File: config.mk
export PLATFORM = sky130hd
export DESIGN_NAME = chardisp_core
export DESIGN_NICKNAME = d
export VERILOG_FILES = /design/src/rtl/chardisp_pkg.sv /design/src/rtl/chardisp_decode.sv /design/src/rtl/chardisp_busy.sv /design/src/rtl/chardisp_mem.sv /design/src/rtl/chardisp_core.sv
export SDC_FILE = /design/constraint.sdc
export NUM_CORES = 1
export LEC_CHECK = 0
export ABC_CLOCK_PERIOD_IN_PS = 5200
export BUFFER_PORTS_ARGS = -buffer_cell sky130_fd_sc_hd__buf_4
export CAP_MARGIN = 0
export CORE_MARGIN = 4
export CORE_UTILIZATION = 52
export CTS_BUF_LIST = sky130_fd_sc_hd__clkbuf_8
export DETAILED_ROUTE_END_ITERATION = 12
export MAX_ROUTING_LAYER = met4
export PLACE_DENSITY_LB_ADDON = 0.3
export SLEW_MARGIN = 20
export SYNTH_ARGS = -nofsm -noshare
export SYNTH_HDL_FRONTEND = slang
export SYNTH_SLANG_ARGS = --single-unit
File: constraint.sdc
create_clock -name clk -period 5.2 [get_ports clk]
set_input_delay 0 -clock clk [delete_from_list [all_inputs] [get_ports clk]]
set_output_delay 0 -clock clk [all_outputs]
set_load 0.02 [all_outputs]
File: src/rtl/chardisp_pkg.sv
package chardisp_pkg;

  localparam int AC_W = 7;

  typedef enum logic [3:0] {
    OP_NOP, OP_CLEAR, OP_HOME, OP_ENTRY, OP_DISP,
    OP_SHIFT, OP_FUNC, OP_CGADDR, OP_DDADDR
  } op_e;

  typedef struct packed {
    logic            ok;
    logic [AC_W-1:0] idx;
  } dd_loc_t;

  // Map a display address onto a linear storage index.
  function automatic dd_loc_t dd_locate(input logic [AC_W-1:0] a, input logic two,
                                        input int span, input int bytes);
    dd_loc_t r;
    if (two) begin
      r.ok  = ({1'b0, a[5:0]} < AC_W'(span));
      r.idx = a[6] ? AC_W'({1'b0, a[5:0]} + AC_W'(span)) : {1'b0, a[5:0]};
    end else begin
      r.ok  = 1'b1;
      r.idx = a;
    end
    r.ok = r.ok && (r.idx < AC_W'(bytes));
    return r;
  endfunction

  // Next address after a step, wrapping inside the selected RAM.
  function automatic logic [AC_W-1:0] ac_step(input logic [AC_W-1:0] a, input logic cg,
                                              input logic up, input logic two,
                                              input int span, input int bytes,
                                              input int cgb);
    logic [AC_W-1:0] r;
    if (cg) begin
      if (up) r = (a == AC_W'(cgb - 1)) ? '0 : a + 1'b1;
      else    r = (a == '0) ? AC_W'(cgb - 1) : a - 1'b1;
    end else if (two) begin
      if (up) begin
        if (a == AC_W'(span - 1))             r = 7'h40;
        else if (a == AC_W'(64 + span - 1))   r = '0;
        else                                  r = a + 1'b1;
      end else begin
        if (a == '0)                          r = AC_W'(64 + span - 1);
        else if (a == 7'h40)                  r = AC_W'(span - 1);
        else                                  r = a - 1'b1;
      end
    end else begin
      if (up) r = (a == AC_W'(bytes - 1)) ? '0 : a + 1'b1;
      else    r = (a == '0) ? AC_W'(bytes - 1) : a - 1'b1;
    end
    return r;
  endfunction

endpackage

File: src/rtl/chardisp_decode.sv
module chardisp_decode
  import chardisp_pkg::*;
(
  input  logic [7:0] code,
  output op_e        op
);
  logic [2:0] top_bit;
  logic       any_bit;

  always_comb begin
    top_bit = '0;
    any_bit = 1'b0;
    for (int i = 0; i < 8; i++) begin
      if (code[i]) begin
        top_bit = 3'(i);
        any_bit = 1'b1;
      end
    end
  end

  always_comb begin
    op = OP_NOP;
    if (any_bit) begin
      unique case (top_bit)
        3'd7: op = OP_DDADDR;
        3'd6: op = OP_CGADDR;
        3'd5: op = OP_FUNC;
        3'd4: op = OP_SHIFT;
        3'd3: op = OP_DISP;
        3'd2: op = OP_ENTRY;
        3'd1: op = OP_HOME;
        default: op = OP_CLEAR;
      endcase
    end
  end
endmodule

File: src/rtl/chardisp_busy.sv
module chardisp_busy #(
  parameter int CNT_W = 16
) (
  input  logic             clk,
  input  logic             rst_n,
  input  logic             load,
  input  logic [CNT_W-1:0] load_val,
  output logic             busy
);
  logic [CNT_W-1:0] cnt_q;

  always_ff @(posedge clk or negedge rst_n) begin
    if (!rst_n)              cnt_q <= '0;
    else if (load)           cnt_q <= load_val;
    else if (cnt_q != '0)    cnt_q <= cnt_q - 1'b1;
  end

  assign busy = (cnt_q != '0);
endmodule

File: src/rtl/chardisp_mem.sv
module chardisp_mem
  import chardisp_pkg::*;
#(
  parameter int DD_BYTES  = 80,
  parameter int CG_BYTES  = 64,
  parameter int LINE_SPAN = 40,
  parameter logic [7:0] BLANK = 8'h20
) (
  input  logic            clk,
  input  logic            rst_n,
  input  logic            clr_go,
  input  logic            wr_en,
  input  logic            sel_cg,
  input  logic            two_line,
  input  logic [AC_W-1:0] ac,
  input  logic [7:0]      wr_data,
  output logic [7:0]      rd_data
);
  localparam int CG_W = $clog2(CG_BYTES);
  localparam int DD_W = $clog2(DD_BYTES);

  logic [7:0] dd_mem [DD_BYTES];
  logic [7:0] cg_mem [CG_BYTES];

  logic            clr_act;
  logic [DD_W-1:0] clr_ptr;
  dd_loc_t         loc;
  logic [CG_W-1:0] cg_idx;

  assign loc    = dd_locate(ac, two_line, LINE_SPAN, DD_BYTES);
  assign cg_idx = ac[CG_W-1:0];

  // Clear walks one display byte per cycle while the core is busy.
  always_ff @(posedge clk or negedge rst_n) begin
    if (!rst_n) begin
      clr_act <= 1'b0;
      clr_ptr <= '0;
    end else if (clr_go) begin
      clr_act <= 1'b1;
      clr_ptr <= '0;
    end else if (clr_act) begin
      if (clr_ptr == DD_W'(DD_BYTES - 1)) clr_act <= 1'b0;
      else                                clr_ptr <= clr_ptr + 1'b1;
    end
  end

  always_ff @(posedge clk) begin
    if (clr_act)
      dd_mem[clr_ptr] <= BLANK;
    else if (wr_en && !sel_cg && loc.ok)
      dd_mem[DD_W'(loc.idx)] <= wr_data;
  end

  always_ff @(posedge clk) begin
    if (wr_en && sel_cg)
      cg_mem[cg_idx] <= wr_data;
  end

  always_comb begin
    if (sel_cg)      rd_data = cg_mem[cg_idx];
    else if (loc.ok) rd_data = dd_mem[DD_W'(loc.idx)];
    else             rd_data = 8'h00;
  end
endmodule

File: src/rtl/chardisp_core.sv
module chardisp_core
  import chardisp_pkg::*;
#(
  parameter int DD_BYTES  = 80,
  parameter int CG_BYTES  = 64,
  parameter int LINE_SPAN = 40,
  parameter int CLR_CYC   = 100,
  parameter int SHORT_CYC = 8,
  parameter int RAM_CYC   = 10
) (
  input  logic       clk,
  input  logic       rst_n,
  input  logic       req_valid,
  output logic       req_ready,
  input  logic       req_rs,
  input  logic       req_rw,
  input  logic [7:0] req_data,
  output logic       rsp_valid,
  input  logic       rsp_ready,
  output logic [7:0] rsp_data,
  output logic       busy,
  output logic       err_sticky,
  output logic       ent_up,
  output logic       ent_shift,
  output logic       dsp_on,
  output logic       cur_on,
  output logic       blk_on,
  output logic       fn_wide,
  output logic       fn_two,
  output logic       fn_tall,
  output logic [5:0] disp_ofs
);
  localparam int CLR_EFF = (CLR_CYC < DD_BYTES) ? DD_BYTES : CLR_CYC;
  localparam int MAXC_A  = (CLR_EFF > SHORT_CYC) ? CLR_EFF : SHORT_CYC;
  localparam int MAXC    = (MAXC_A > RAM_CYC) ? MAXC_A : RAM_CYC;
  localparam int CNT_W   = $clog2(MAXC + 1);
  localparam int OFS_W   = 6;

  logic [AC_W-1:0]  ac_q;
  logic             cg_sel;
  logic [OFS_W-1:0] ofs_q;
  logic             rsp_v_q;
  logic [7:0]       rsp_d_q;
  logic             err_q;
  logic             up_q, sh_q, dsp_q, cur_q, blk_q, wide_q, two_q, tall_q;

  op_e              op;
  logic             acc, is_status, go, go_instr, go_data;
  logic             mem_wr, clr_go, busy_load;
  logic [CNT_W-1:0] busy_val;
  logic [7:0]       mem_rd;
  logic [AC_W-1:0]  ac_stepped;

  function automatic logic [OFS_W-1:0] ofs_step(input logic [OFS_W-1:0] o, input logic up);
    if (up) return (o == OFS_W'(LINE_SPAN - 1)) ? '0 : o + 1'b1;
    else    return (o == '0) ? OFS_W'(LINE_SPAN - 1) : o - 1'b1;
  endfunction

  chardisp_decode u_dec (.code(req_data), .op(op));

  assign req_ready = !rsp_v_q;
  assign acc       = req_valid && req_ready;
  assign is_status = !req_rs && req_rw;
  assign go        = acc && !busy && !is_status;
  assign go_instr  = go && !req_rs;
  assign go_data   = go && req_rs;
  assign mem_wr    = go_data && !req_rw;
  assign clr_go    = go_instr && (op == OP_CLEAR);

  // Step direction for data accesses, or the shift-instruction direction.
  assign ac_stepped = ac_step(ac_q, cg_sel, go_data ? up_q : req_data[2], two_q,
                              LINE_SPAN, DD_BYTES, CG_BYTES);

  always_comb begin
    busy_load = 1'b0;
    busy_val  = '0;
    if (go_data) begin
      busy_load = 1'b1;
      busy_val  = CNT_W'(RAM_CYC);
    end else if (go_instr && op != OP_NOP) begin
      busy_load = 1'b1;
      busy_val  = (op == OP_CLEAR || op == OP_HOME) ? CNT_W'(CLR_EFF) : CNT_W'(SHORT_CYC);
    end
  end

  chardisp_busy #(.CNT_W(CNT_W)) u_busy (
    .clk(clk), .rst_n(rst_n), .load(busy_load), .load_val(busy_val), .busy(busy)
  );

  chardisp_mem #(.DD_BYTES(DD_BYTES), .CG_BYTES(CG_BYTES), .LINE_SPAN(LINE_SPAN)) u_mem (
    .clk(clk), .rst_n(rst_n), .clr_go(clr_go), .wr_en(mem_wr), .sel_cg(cg_sel),
    .two_line(two_q), .ac(ac_q), .wr_data(req_data), .rd_data(mem_rd)
  );

  // Response channel.
  always_ff @(posedge clk or negedge rst_n) begin
    if (!rst_n) begin
      rsp_v_q <= 1'b0;
      rsp_d_q <= '0;
    end else if (acc && is_status) begin
      rsp_v_q <= 1'b1;
      rsp_d_q <= {busy, ac_q};
    end else if (go_data && req_rw) begin
      rsp_v_q <= 1'b1;
      rsp_d_q <= mem_rd;
    end else if (rsp_v_q && rsp_ready) begin
      rsp_v_q <= 1'b0;
    end
  end

  always_ff @(posedge clk or negedge rst_n) begin
    if (!rst_n) err_q <= 1'b0;
    else if (acc && busy && !is_status) err_q <= 1'b1;
  end

  // Address counter, RAM selection and display offset.
  always_ff @(posedge clk or negedge rst_n) begin
    if (!rst_n) begin
      ac_q   <= '0;
      cg_sel <= 1'b0;
      ofs_q  <= '0;
    end else if (go_data) begin
      ac_q <= ac_stepped;
      if (!req_rw && !cg_sel && sh_q) ofs_q <= ofs_step(ofs_q, up_q);
    end else if (go_instr) begin
      unique case (op)
        OP_CLEAR, OP_HOME: begin
          ac_q   <= '0;
          cg_sel <= 1'b0;
          ofs_q  <= '0;
        end
        OP_SHIFT: begin
          if (req_data[3]) ofs_q <= ofs_step(ofs_q, req_data[2]);
          else             ac_q  <= ac_stepped;
        end
        OP_CGADDR: begin
          cg_sel <= 1'b1;
          ac_q   <= {1'b0, req_data[5:0]};
        end
        OP_DDADDR: begin
          cg_sel <= 1'b0;
          ac_q   <= req_data[6:0];
        end
        default: ;
      endcase
    end
  end

  // Mode registers.
  always_ff @(posedge clk or negedge rst_n) begin
    if (!rst_n) begin
      up_q <= 1'b1; sh_q <= 1'b0;
      dsp_q <= 1'b0; cur_q <= 1'b0; blk_q <= 1'b0;
      wide_q <= 1'b1; two_q <= 1'b1; tall_q <= 1'b0;
    end else if (go_instr) begin
      case (op)
        OP_ENTRY: begin up_q <= req_data[1]; sh_q <= req_data[0]; end
        OP_DISP:  begin dsp_q <= req_data[2]; cur_q <= req_data[1]; blk_q <= req_data[0]; end
        OP_FUNC:  begin wide_q <= req_data[4]; two_q <= req_data[3]; tall_q <= req_data[2]; end
        default: ;
      endcase
    end
  end

  assign rsp_valid  = rsp_v_q;
  assign rsp_data   = rsp_d_q;
  assign err_sticky = err_q;
  assign ent_up     = up_q;
  assign ent_shift  = sh_q;
  assign dsp_on     = dsp_q;
  assign cur_on     = cur_q;
  assign blk_on     = blk_q;
  assign fn_wide    = wide_q;
  assign fn_two     = two_q;
  assign fn_tall    = tall_q;
  assign disp_ofs   = ofs_q;
endmodule

# --- Word-level counts from Yosys, hierarchy flattened ---
# Memories as Yosys holds them, arrays and structs flattened.
# Cells that the tools add are included.
# W data, S select, Z words.
classes:
  mux: 77
  bitwise_logic: 1
  n_reduce_logical: 49
  magnitude_cmp: 2
  eq_ne: 26
  n_addsub: 7
ops:
  columns: ["operator", "count"]
  rows:
  - ["$mux W7", 26]
  - ["$mux W6", 8]
  - ["$mux W8", 6]
  - ["$eq A7 B7 Y1 const B", 4]
  - ["$pmux W4 S7", 1]
  - ["$pmux W7 S4", 1]
  - ["$mux W1", 26]
  - ["$logic_and A1 B1 Y1", 20]
  - ["$eq A4 B3 Y1 const B", 4]
  - ["$add A7 B1 Y7 const B", 2]
  - ["$eq A7 B6 Y1 const B", 2]
  - ["$sub A7 B1 Y7 const B", 2]
  - ["$eq A3 B3 Y1 const B", 4]
  - ["$mux W3", 4]
  - ["$pmux W6 S2", 1]
  - ["$reduce_bool A2 Y1", 5]
  - ["$eq A4 B2 Y1 const B", 2]
  - ["$reduce_and A2 Y1", 4]
  - ["$reduce_or A8 Y1", 1]
  - ["$add A6 B6 Y7 const B", 1]
  - ["$logic_not A7 Y1", 1]
  - ["$lt A7 B7 Y1 const B", 1]
  - ["$reduce_bool A7 Y1", 1]
  - ["$add A6 B1 Y6 const B", 1]
  - ["24 further kinds", 34]
totals:
  output_inout_bits: 26
  reg_bits: 47
  elab_cells: 181
  mem_count: 2
  in_bits: 14
  mem_bits_rw: 1152
mem_list:
  columns: ["memory", "words", "word_bits", "read_ports", "rd_ports_with_merged_regs", "write_ports", "line", "source"]
  rows:
  - ["u_mem.dd_mem", 80, 8, 1, 0, 1, "chardisp_mem.sv:22", "logic [7:0] dd_mem [DD_BYTES];"]
  - ["u_mem.cg_mem", 64, 8, 1, 0, 1, "chardisp_mem.sv:23", "logic [7:0] cg_mem [CG_BYTES];"]

# --- Logic depth before layout (Yosys ltp) ---
logic_depth:
  ltp_word: 16
  ltp_mapped: 15
  depth_no_buf: 12

# --- Modules after synthesis ---
# Synthesis repeated with hierarchy kept, for this count alone.
unflattened:
  hier_cells: 3071
  hier_area_um2: 49168.4
by_module_without_submodules:
  columns: ["mod", "n_inst", "seq_area_each_um2", "area_per_inst_um2", "cells_per_inst"]
  rows:
  - ["chardisp_mem", 1, 34793.4, 46150.5, 2717]
  - ["chardisp_core", 1, 804.5, 2398.6, 287]
  - ["chardisp_busy", 1, 175.2, 437.9, 44]
  - ["chardisp_decode", 1, 0.0, 181.4, 23]

# --- Worst setup path after synthesis ---
# No wires, ideal clock.
synth_path:
  path_type: "register to register"
  from: "register ac_q[4]"
  to: "memory u_mem.dd_mem[0][3] (data pin)"
  n_path_buf: 2
  t_required_ns: 4.627
  t_arrival_ns: 3.999
  synth_period_minus_slack_ns: 4.572
  slack_ns: 0.628
  path_stages_with_launch: 10
  setup_time_ns: 0.573
  cell_sequence: "dfrtp_1 -> inv_1 -> clkbuf_1 -> ha_1 -> mux2i_1 -> nand2_1 -> a21o_1 -> or3_1 -> buf_2 -> nor2_1"
synth_between:
  elab_chain_len: 11
  elab_cells_between_ends: 12
synth_rtl:
  columns: ["item", "line", "source"]
  rows:
  - ["start: declaration", "chardisp_core.sv:39", "logic [AC_W-1:0] ac_q;"]
  - ["start signal: assignment", "chardisp_core.sv:123", "ac_q <= ac_stepped;"]
  - ["start signal: assignment", "chardisp_core.sv:134", "else ac_q <= ac_stepped;"]
  - ["start signal: assignment", "chardisp_core.sv:138", "ac_q <= {1'b0, req_data[5:0]};"]
  - ["$add A6 B6 Y7", "chardisp_pkg.sv:21", "r.idx = a[6] ? AC_W'({1'b0, a[5:0]} + AC_W'(span)) : {1'b0, a[5:0]};"]
  - ["$mux W7", "chardisp_pkg.sv:21", null]
  - ["$mux W8 *", "chardisp_pkg.sv:19", "if (two) begin"]
  - ["$lt A7 B7 Y1", "chardisp_pkg.sv:26", "r.ok = r.ok && (r.idx < AC_W'(bytes));"]
  - ["$logic_and A1 B1 Y1 *", "chardisp_pkg.sv:26", null]
  - ["$logic_and A1 B1 Y1 *", "chardisp_mem.sv:50", "else if (wr_en && !sel_cg && loc.ok)"]
  - ["$mux W1 *", "chardisp_mem.sv:50", null]
  - ["$mux W1 *", "chardisp_mem.sv:48", "if (clr_act)"]
  - ["$mux W1 (not written as such) *", "chardisp_mem.sv:51", "dd_mem[DD_W'(loc.idx)] <= wr_data;"]
  - ["$reduce_or A8 Y1 (no source line) *", null, null]
  - ["$mux W8 (no source line) *", null, null]
  - ["end: declaration", "chardisp_mem.sv:22", null]
# Every way passes the cells marked *; elsewhere a longest branch is shown, timed or not.

# --- Final worst setup path ---
layout_path:
  from: "register ac_q[3]"
  to: "memory u_mem.dd_mem[76][6], enable pin"
layout_between:
  elab_chain_len: 11
  elab_cells_between_ends: 13
layout_rtl:
  columns: ["item", "line"]
  rows:
  - ["$add A6 B6 Y7", "chardisp_pkg.sv:21"]
  - ["$mux W7", "chardisp_pkg.sv:21"]
  - ["$mux W8 *", "chardisp_pkg.sv:19"]
  - ["$lt A7 B7 Y1", "chardisp_pkg.sv:26"]
  - ["$logic_and A1 B1 Y1", "chardisp_pkg.sv:26"]
  - ["$logic_and A1 B1 Y1", "chardisp_mem.sv:50"]
  - ["$mux W1", "chardisp_mem.sv:50"]
  - ["$mux W1", "chardisp_mem.sv:48"]
  - ["$mux W1 (not written as such)", "chardisp_mem.sv:51"]
  - ["$reduce_or A8 Y1 (no source line)", null]
  - ["$mux W7 (no source line) / $mux W1 (equally long branches)", null]
# Marks and branches as above.

==> results.toml <==
[status]
status = "complete, no violations"

[power]
p_sw_frac = 0.2138
pwr-share-seq = 0.581
clkPwrFrac = 0.407
p_sw_mw = 3.866
p_leak_nw = 19.00
p_int_mw = 14.21
comb_power_share = 0.012
power_density_nw_per_um2 = 339.0
vdd_drop_max_mv = 0.2527

[clocking]
post_cts_buffers = 0
post_cts_resized = 0
cts_tree = "yes"
numCtsBuffers = 182
clk_latency_ns = 0.86
h-tree-depth = 4
cts.reportedPaths.clkPinSlew_ns = 0.06
hold_buffers = 23
cts_buffer_depth = 3
cts-root-buf = "clkbuf_8"
clkSinkCount = 1199

[sta]
setup_tns_ns = 0
hold_violations = 0
drv_slew = 0
final-setup-viol-count = 0
fin_skew_ns = 0.03889
fmax_mhz = 220.7
slew_headroom = 0.2225
rsz0062_at_grt = "false"
period_minus_slack_ns = 4.532
worstMarginPinSlew_ns = 1.164
fin_crit_sh = 0.8715

[worst_setup_path]
critPathLaunch = "ac_q[3]"
worstPathRequired_ns = 5.68
cp-start-kind = "flip-flop"
r2r_slack_ns = 0.67
worstRegToRegCells = 9
critPathArrivalTime_ns = 5.02
path_class = "flip-flop to flip-flop"
worstPathMaxFanout = 10
crit_path_end_kind = "flip-flop"
r2r-start = "ac_q[3]"

[synth]
synthArstFlopShare = 0.03920
synth_nets = 3003
synth-main-ff-cell = "edfxtp_1"
synthDistinctLibCells = 85
syn_inst = 2978
ys_warn_count = 0
synth-edff-count = 1152
synth_seq_area_share = 0.7546
syn_area_um2 = 47410
synth_seq_cells = 1199
synth.avg_cell_area_um2 = 15.92

[drt]
first_pass_iters = 8
vias_per_cell = 6.856
vias = 30874
drt_iter0_drc = 5088
drcViolationCount = 0
drt-total-wl_mm = 148.8
ant_nets = 0
wl_per_cell_um = 33.04

[cells_and_area]
layout-drive-gt1-share = 0.1734
nNetsFinal = 3200
final_common_cell = "edfxtp_1"
multiInputGateArea_um2 = 10840
mostFrequentLayoutCells = "edfxtp_1 (1152), nor2_1 (250), clkbuf_8 (189), buf_4 (162), o22ai_1 (135)"
fill_cells = 6783
stdcell_count = 4503
syn_to_final_growth_pct = 12.47
seqCellArea_um2 = 35780

[grt]
antenna_found_initial = 4
overflow = 0
grt_pass1_wl_mm = 212.4
grt_usage = 0.3171
grt_start_max_net_pins = 81
grt_pass1_vias = 30012

[flow_run]
drv_cap = 0

[floorplan]
design.die.area_um2 = 96060
core_area_um2 = 90290
initial_core_util = 0.5251
ioPinCount = 40
dieHeight_um = 309.9
fp-row-count = 110
dieWidth_um = 309.9

[placed_design]
gp_congestion = 0.9732
portBuffers = 39
dp_cells = 4144
dp_hpwl_mm = 90.92

[worst_hold_path]
holdPathStages = 2
min_path_type = "input port to flip-flop"
holdCritStartpoint = "req_data[2]"
[worst max-delay path, cell delays in order, from the launching register on]
cell      delay, ns
dfrtp_1        0.39
ha_1           0.22
nand3b_1       0.22
xor2_1         0.50
nand2_1        0.26
a21o_1         0.32
or3_1          0.52
o22ai_2        0.30
nand2_1        0.65
nor2_1         0.80
[routing by layer]
| layer | wire (um) | vias to the layer above | track usage |
|---|---|---|---|
| li1 | - | 12481 | - |
| met1 | 54180 | 15310 | 0.4168 |
| met2 | 67190 | 2525 | 0.4664 |
| met3 | 18390 | 558 | 0.07256 |
| met4 | 9042 | 0 | 0.1660 |
| met5 | 0 | - | - |
[Yosys cell counts, drive strengths merged, types with 5 or more instances]
library cell	instances	area (um^2)
mux4	18	405.4
o311ai	7	61.31
a221o	15	150.1
nand3b	6	45.04
dfrtp	44	1101
a2111oi	7	80.08
or3	9	56.30
a22o	33	289.0
edfxtp	1152	34590
o21a	11	82.58
a211oi	21	157.7
nand2b	18	120.1
or4	7	52.55
o2111ai	7	61.31
or2	5	31.28
o31ai	5	42.54
nor2	253	949.7
and2	12	75.07
o211ai	5	37.54
a221oi	57	499.2
nor2b	10	62.56
or3b	8	70.07
a311oi	5	43.79
o21ai	107	558.1
nor3	33	165.2
ha	11	137.6
a21oi	113	580.6
o22ai	136	857.1
buf	63	294.0
xnor2	14	122.6
nand2	113	466.7
a41oi	7	61.31
nand3	36	180.2
o22a	9	78.83
mux2	86	968.4
nor4	20	140.1
mux2i	82	820.8
nand4	12	75.07
inv	17	63.81
a22oi	119	893.4
clkbuf	123	513.0
o221ai	53	464.2
xor2	10	87.58
a31oi	40	250.2
[kinds of logic after synthesis]
group / share of synthesized area
adders and majority gates: 0.002903
DFF: 0.7546
muxes: 0.04629
AOI/OAI and AO/OA: 0.1181
xor gates and xnor gates: 0.004434
buffers and inverters: 0.01845
and+or+nand+nor: 0.05526
[stage by stage]
stage                     setup slack, ns  hold slack (ns)  area [um^2]  power [mW]  utilization
after floorplan                    0.6283          -0.2956        47410       10.77            -
after global placement             0.8614          0.06932        49660       10.90       0.5500
after detailed placement           0.7904          0.06900        49660       10.90       0.5500
after CTS                          0.7789          0.08521        53300       18.11       0.5904
after global routing               0.5417           0.1567        53320       18.58       0.5905
final                              0.6680           0.1669        53320       18.08       0.5906
[power groups by stage]
stage,Combinational [mW],Clock (mW),Sequential [mW]
6_report,0.211,7.36,10.5
5_1_grt,0.223,7.86,10.5
4_1_cts,0.206,7.39,10.5
3_5_place_dp,0.191,0,10.7
3_3_place_gp,0.184,0,10.7
2_1_floorplan,0.0495,0,10.7
[sequential cells by signal, summed over array words and instances (netlist names), 6 cells and up]
name,cells
u_mem.clr_ptr,7
u_busy.cnt_q,7
rsp_data,8
disp_ofs,6
u_mem.dd_mem,640
ac_q,7
u_mem.cg_mem,512
[cell type report]
| type | instances | area share |
|---|---|---|
| clock buffers | 189 | 0.04879 |
| multi-input cells | 1575 | 0.2032 |
| repair buffers | 199 | 0.03271 |
| well taps | 1176 | 0.02760 |
| inverters | 18 | 0.001267 |
| clock inverters | 141 | 0.01499 |
| flip-flops and latches | 1199 | 0.6711 |
| diodes | 6 | 0.0002816 |
[worst paths after layout]
| kind | end |
|---|---|
| max | u_mem.dd_mem[76][6] |
| min | u_mem.cg_mem[4][2] |
| max reg2reg | u_mem.dd_mem[76][6] |
| min reg2reg | err_sticky |
| max in group asynchronous | ac_q[1] |
| min in group asynchronous | fn_wide |
Note: power is estimated with default switching activity, not from simulation.
